===== src/rtl/pin_change_irq_pkg.sv =====
package pin_change_irq_pkg;

  // Status window of the register map: up to 2**PORT_SEL_W ports.
  localparam int PORT_SEL_W = 3;
  localparam int WINDOW_PORTS = 1 << PORT_SEL_W;

  // Strobes sent from address decode to the status datapath.
  typedef struct packed {
    logic                  hit;   // valid status read this cycle
    logic [PORT_SEL_W-1:0] sel;   // port addressed by the read
  } strobe_t;

endpackage


===== src/rtl/pin_change_irq_ctrl.sv =====
module pin_change_irq_ctrl
  import pin_change_irq_pkg::*;
#(
  parameter int                NUM_PORTS = 3,
  parameter int                ADDR_W    = 8,
  parameter logic [ADDR_W-1:0] BASE_ADDR = 8'h10
) (
  input  logic              rdEn,
  input  logic [ADDR_W-1:0] rdAddr,
  output strobe_t           ctl
);

  localparam logic [ADDR_W-1:0] PORTS_A = ADDR_W'(NUM_PORTS);

  logic [ADDR_W-1:0] offset;
  logic              inRange;

  always_comb begin
    offset  = rdAddr - BASE_ADDR;
    inRange = (rdAddr >= BASE_ADDR) && (offset < PORTS_A);
    ctl.hit = rdEn && inRange;
    ctl.sel = PORT_SEL_W'(offset);
  end

endmodule


===== src/rtl/pin_change_irq_dp.sv =====
module pin_change_irq_dp
  import pin_change_irq_pkg::*;
#(
  parameter int NUM_PORTS = 3,
  parameter int PORT_W    = 8
) (
  input  logic                          clk,
  input  logic                          rstN,
  input  logic [NUM_PORTS*PORT_W-1:0]   pinLevel,
  input  logic [NUM_PORTS*PORT_W-1:0]   intMask,
  input  strobe_t                       ctl,
  output logic [PORT_W-1:0]             rdData,
  output logic                          intN
);

  localparam int TOTAL_W = NUM_PORTS * PORT_W;

  logic [TOTAL_W-1:0] prevQ;
  logic [TOTAL_W-1:0] statQ;
  logic [TOTAL_W-1:0] statNext;
  logic [TOTAL_W-1:0] pinChg;

  assign pinChg = pinLevel ^ prevQ;

  // Per port: clear on its own read, then merge new edges so they win.
  for (genvar p = 0; p < NUM_PORTS; p++) begin : g_port
    logic clrPort;
    assign clrPort = ctl.hit && (ctl.sel == PORT_SEL_W'(p));
    assign statNext[p*PORT_W +: PORT_W] =
        (statQ[p*PORT_W +: PORT_W] & ~{PORT_W{clrPort}}) |
        pinChg[p*PORT_W +: PORT_W];
  end

  always_ff @(posedge clk) begin
    prevQ <= pinLevel;
    if (!rstN) begin
      statQ <= '0;
    end else begin
      statQ <= statNext;
    end
  end

  always_comb begin
    rdData = '0;
    for (int p = 0; p < NUM_PORTS; p++) begin
      if (ctl.hit && (ctl.sel == PORT_SEL_W'(p))) begin
        rdData = statQ[p*PORT_W +: PORT_W];
      end
    end
  end

  assign intN = ~|(statQ & ~intMask);

endmodule


===== src/rtl/pin_change_irq.sv =====
module pin_change_irq
  import pin_change_irq_pkg::*;
#(
  parameter int                NUM_PORTS = 3,
  parameter int                PORT_W    = 8,
  parameter int                ADDR_W    = 8,
  parameter logic [ADDR_W-1:0] BASE_ADDR = 8'h10
) (
  input  logic                        clk,
  input  logic                        rstN,
  input  logic [NUM_PORTS*PORT_W-1:0] pinLevel,
  input  logic [NUM_PORTS*PORT_W-1:0] intMask,
  input  logic                        rdEn,
  input  logic [ADDR_W-1:0]           rdAddr,
  output logic [PORT_W-1:0]           rdData,
  output logic                        intN
);

  strobe_t ctl;

  pin_change_irq_ctrl #(
    .NUM_PORTS(NUM_PORTS),
    .ADDR_W   (ADDR_W),
    .BASE_ADDR(BASE_ADDR)
  ) u_ctrl (
    .rdEn  (rdEn),
    .rdAddr(rdAddr),
    .ctl   (ctl)
  );

  pin_change_irq_dp #(
    .NUM_PORTS(NUM_PORTS),
    .PORT_W   (PORT_W)
  ) u_dp (
    .clk     (clk),
    .rstN    (rstN),
    .pinLevel(pinLevel),
    .intMask (intMask),
    .ctl     (ctl),
    .rdData  (rdData),
    .intN    (intN)
  );

endmodule


===== config.mk =====
export PLATFORM = sky130hd
export DESIGN_NAME = pin_change_irq
export DESIGN_NICKNAME = d
export VERILOG_FILES = /design/src/rtl/pin_change_irq_pkg.sv /design/src/rtl/pin_change_irq_ctrl.sv /design/src/rtl/pin_change_irq_dp.sv /design/src/rtl/pin_change_irq.sv
export SDC_FILE = /design/constraint.sdc
export NUM_CORES = 1
export LEC_CHECK = 0
export CAP_MARGIN = 20
export CORE_UTILIZATION = 55
export DETAILED_ROUTE_END_ITERATION = 10
export DONT_BUFFER_PORTS = 1
export PLACE_DENSITY_LB_ADDON = 0.05
export SKIP_CTS_REPAIR_TIMING = 1
export SLEW_MARGIN = 20
export SYNTH_ARGS = -nofsm -noshare
export SYNTH_HDL_FRONTEND = slang
export SYNTH_HIERARCHICAL = 1
export SYNTH_SLANG_ARGS = --single-unit

===== constraint.sdc =====
create_clock -name clk -period 5.9 [get_ports clk]
set_input_delay 1.475 -clock clk [delete_from_list [all_inputs] [get_ports clk]]
set_output_delay 1.475 -clock clk [all_outputs]
set_load 0.05 [all_outputs]

; ---- Yosys cells after proc, flatten, opt, wreduce, memory -nomap -nowiden
; Cells that the tools add are included.
[totals]
in_bits = 59
memories = 0
latchBits = 0
register_bits = 48
out_inout_bits = 9
word_cells = 30
romBits = 0
mem_bits_rw = 0
[classes]
reduce_logical = 8
div_mod_pow = 0
n_mux = 3
bitwise_logic = 12
n_lt_le_gt_ge = 2
multipliers = 0
addsub = 1
eq_ne = 2
shifts = 0
[op_table]
columns = cell, n
row1 = AND 24 bit, 1
row2 = AND 8 bit, 3
row3 = two-way mux 8 bit, 3
row4 = inverter 24 bit, 1
row5 = inverter 8 bit, 3
row6 = bitwise OR 8 bit, 3
row7 = OR reduction 24 bit, 1
row8 = bitwise XOR 24 bit, 1
row9 = ">= comparator 8 x 5 -> 1 bit, second input constant", 1
row10 = "less-than comparator 8 x 2 -> 1 bit, second input constant", 1
row11 = "subtractor 8 x 5 -> 8 bit, second input constant", 1
row12 = logical AND 1 bit, 5
row13 = "== test 3 x 1 -> 1 bit, second input constant", 1
row14 = "== test 3 x 2 -> 1 bit, second input constant", 1
row15 = zero test 3 bit, 1
row16 = zero test 1 bit, 1

; ---- Logic depth before layout (Yosys ltp)
[depth]
depth_word = 8
ltp_mapped = 8
mapped_depth_nobuf = 6

; ---- Modules after synthesis
; The synthesis kept the hierarchy.
[by_module_without_submodules]
columns = mod, area_each_um2, cells_each, seq_area_each_um2, n_inst
row1 = pin_change_irq_dp, 1883.1, 204, 960.9, 1
row2 = pin_change_irq_ctrl, 47.5, 7, 0.0, 1

; ---- Least setup slack after synthesis
; Ideal clock, no wire load.
[synth_path]
path_kind = input -> output
startpoint = input port rdAddr[2]
endpoint = output port rdData[0]
path_stages = 8
path_buffers = 2
path_slack_ns = 1.207
arrival_ns = 3.218
required_time_ns = 4.425
path_cell_list = nor4bb_1 > and3_1 > nor3b_2 > and2_1 > buf_6 > buf_8 > nand2_1 > a21oi_1
[synth_rtl]
columns = item, line
row1 = start: declaration, pin_change_irq.sv:14  ; input logic [ADDR_W-1:0] rdAddr,
row2 = end: declaration, pin_change_irq.sv:15  ; output logic [PORT_W-1:0] rdData,

==> results.cfg <==
[status]
status = completed

[sta]
timing.final.crit_period_ns = 4.66
max_freq_ghz = 0.215
rsz0062_at_grt = no
slew_violations = 0
finalHoldViolCount = 0
fin_worst_skew_ns = 0.00352
setup-tns-final_ns = 0
worst_slew_pin_slew_ns = 0.563
fin_crit_sh = 0.790
final-setup-viol-count = 0
relSlewSlack = 0.625

[yosys]
synth.distinct_cells = 25
syn-num-nets = 270
ys_ff_latch = 48
synthesis.area_um2 = 1930
synth_area_per_cell_um2 = 9.15
synth_warnings = 6
syn_inst = 211
yosysSeqAreaShare = 0.498

[critical_path]
crit_type = input pin to output pin
rr_endpoint = u_dp/statQ[14]$_SDFF_PN0_
cp_max_fo = 16
arrival_ns = 3.18
r2r_cells = 3
critical_path.cell_chain = nor4bb_1 -> and3_1 -> nor3b_2 -> and2_1 -> nand2_1 -> a21oi_1 -> buf_4
r2r_start = u_dp/prevQ[14]$_DFF_P_
r2r_slack_ns = 5.02
worst_path_max_delay_cell = and2_1
worst_setup_path_start_kind = input pin
slowest_delay_ns = 0.51
endpoint_kind = output pin
worstPathRequired_ns = 4.43

[floorplanning]
die_w_um = 61.2
ios = 68
core_area_um2 = 3340
initial_utilization = 0.579
rows = 21
dieArea_um2 = 3750
die_y_um = 61.2

[final_layout]
drive_gt1_frac = 0.0880
area_delta_synth_final_pct = 4.54
diodes = 0
fin_nets = 275
fin_cells = 262

[power_and_ir_drop]
power.leakage_nw = 0.842
total_power_mw = 0.551
ir_worst_vdd_mv = 0.183
powerDensity_nw_per_um2 = 273

[clocking]
clock_sinks = 48
cts_root_buf = clkbuf_4
htree_num_levels = 2
clockBufferDepth = 2
tritoncts = done
numCtsBuffers = 5
cts.clk_slew.worst_paths_ns = 0.12
clock_latency_ns = 0.34

[grt]
grt_max_degree = 25
grt.total_usage = 0.208
antenna_found_initial = 0
grt_pass1_vias = 1341
grt-ovfl-total = 0
grt_first_pass_wirelength_um = 5610

[placed_design]
port_buffers = 0
dpl.cell_count = 255
place_congestion = 0.863
dp_hpwl_um = 2960

[detailed_routing]
drc = 0
drt_iter0_drc = 73
wl_per_cell_um = 14.5
dr.pass1.iters = 4
vias = 1375
wirelength_um = 3810
ant_nets = 0
via_per_inst = 5.25

[hold_path]
min-delay-start = u_dp/statQ[7]$_SDFF_PN0_
worstHoldEndpoint = u_dp/statQ[7]$_SDFF_PN0_
hold_class = flip-flop to flip-flop
holdPathStages = 2

[job]
maxCapViolations = 0
Yosys cell counts:
master	instances	area (µm²)
nor4_1	3	18.8
buf_2	1	5.00
nand2b_1	1	6.26
and3_1	2	12.5
o21ai_0	14	70.1
nor2b_1	16	100
buf_6	2	22.5
nand2_1	9	33.8
o21ai_2	2	17.5
nor3_1	1	5.00
nor4bb_1	1	10.0
and2_1	9	56.3
inv_1	24	90.1
dfxtp_1	48	961
nor3b_2	1	12.5
o22ai_1	12	75.1
nand2_2	1	6.26
buf_8	1	15.0
xnor2_1	8	70.1
clkbuf_1	3	11.3
xor2_1	16	140
nor3b_4	1	18.8
a21oi_1	24	120
nor2_1	8	30.0
buf_4	3	22.5
power by group:
group | internal [mW] | leakage (nW) | switching, mW | total (mW)
clock network | 0.0441 | 0.0281 | 0.0917 | 0.136
registers | 0.349 | 0.404 | 0.0148 | 0.363
logic | 0.0277 | 0.410 | 0.0239 | 0.0516
total | 0.420 | 0.842 | 0.130 | 0.551
metrics by stage:
stage	cell area (µm²)	worst slack (ns)	utilization	hold slack (ns)
2_1_floorplan	1930	1.21	-	0.495
3_3_place_gp	1970	1.33	0.591	0.516
3_5_place_dp	1970	1.25	0.591	0.526
4_1_cts	2020	1.24	0.605	0.544
5_1_grt	2020	1.09	0.605	0.569
6_report	2020	1.24	0.605	0.540
worst max-delay path, delay by kind of cell:
kind,cells,cell delay (ns)
AO/OA/AOI/OAI,1,0.17
AND/OR/NAND/NOR,5,1.31
buffers and inverters,1,0.22
how the worst max path moves through the flow:
stage                     slack [ns]  cells after the start         to       from
after global placement          1.33                      7  rdData[2]  rdAddr[2]
after global routing            1.09                      7  rdData[2]  rdAddr[2]
after detailed placement        1.25                      7  rdData[2]  rdAddr[2]
final                           1.24                      7  rdData[2]  rdAddr[2]
after CTS                       1.24                      7  rdData[2]  rdAddr[2]
after floorplan                 1.21                      8  rdData[0]  rdAddr[2]
logic make-up after synthesis:
logic type | after synthesis | share of synthesized area
buffers and inverters | 34 | 0.0862
AO/OA/AOI/OAI | 52 | 0.146
AND/OR/NAND/NOR | 53 | 0.161
flip-flops | 48 | 0.498
XOR/XNOR | 24 | 0.109
state kept, by name, summed over array words and instances (netlist names):
signal      flops
u_dp/prevQ     24
u_dp/statQ     24
area by class of cell:
| class | instances | area [µm²] |
|---|---|---|
| fillers | 311 | 1320 |
| clock buffers | 6 | 41.3 |
| flip-flops and latches | 48 | 961 |
| inverters | 24 | 90.1 |
| repair buffers | 8 | 60.1 |
| multi-input cells | 129 | 803 |
| clock inverters | 1 | 5.00 |
| well taps | 46 | 57.6 |
cells in the final DEF (no fill, tap or decap), drive strengths merged, types with 2 or more instances in the layout:
cell type	Yosys	layout
a21oi	24	24
and2	9	9
and3	2	2
buf	7	8
clkbuf	3	6
dfxtp	48	48
inv	24	24
nand2	10	10
nor2	8	8
nor2b	16	16
nor3b	2	2
nor4	3	3
o21ai	16	16
o22ai	12	12
xnor2	8	8
xor2	16	16
per-layer routing:
layer / GRT usage / up-vias / share of wire
li1: - / 692 / -
met1: 0.246 / 633 / 0.43
met2: 0.346 / 44 / 0.49
met3: 0.0462 / 6 / 0.060
met4: 0.123 / 0 / 0.022
met5: 0 / - / 0
No activity file was read; power rests on OpenSTA's default activity.
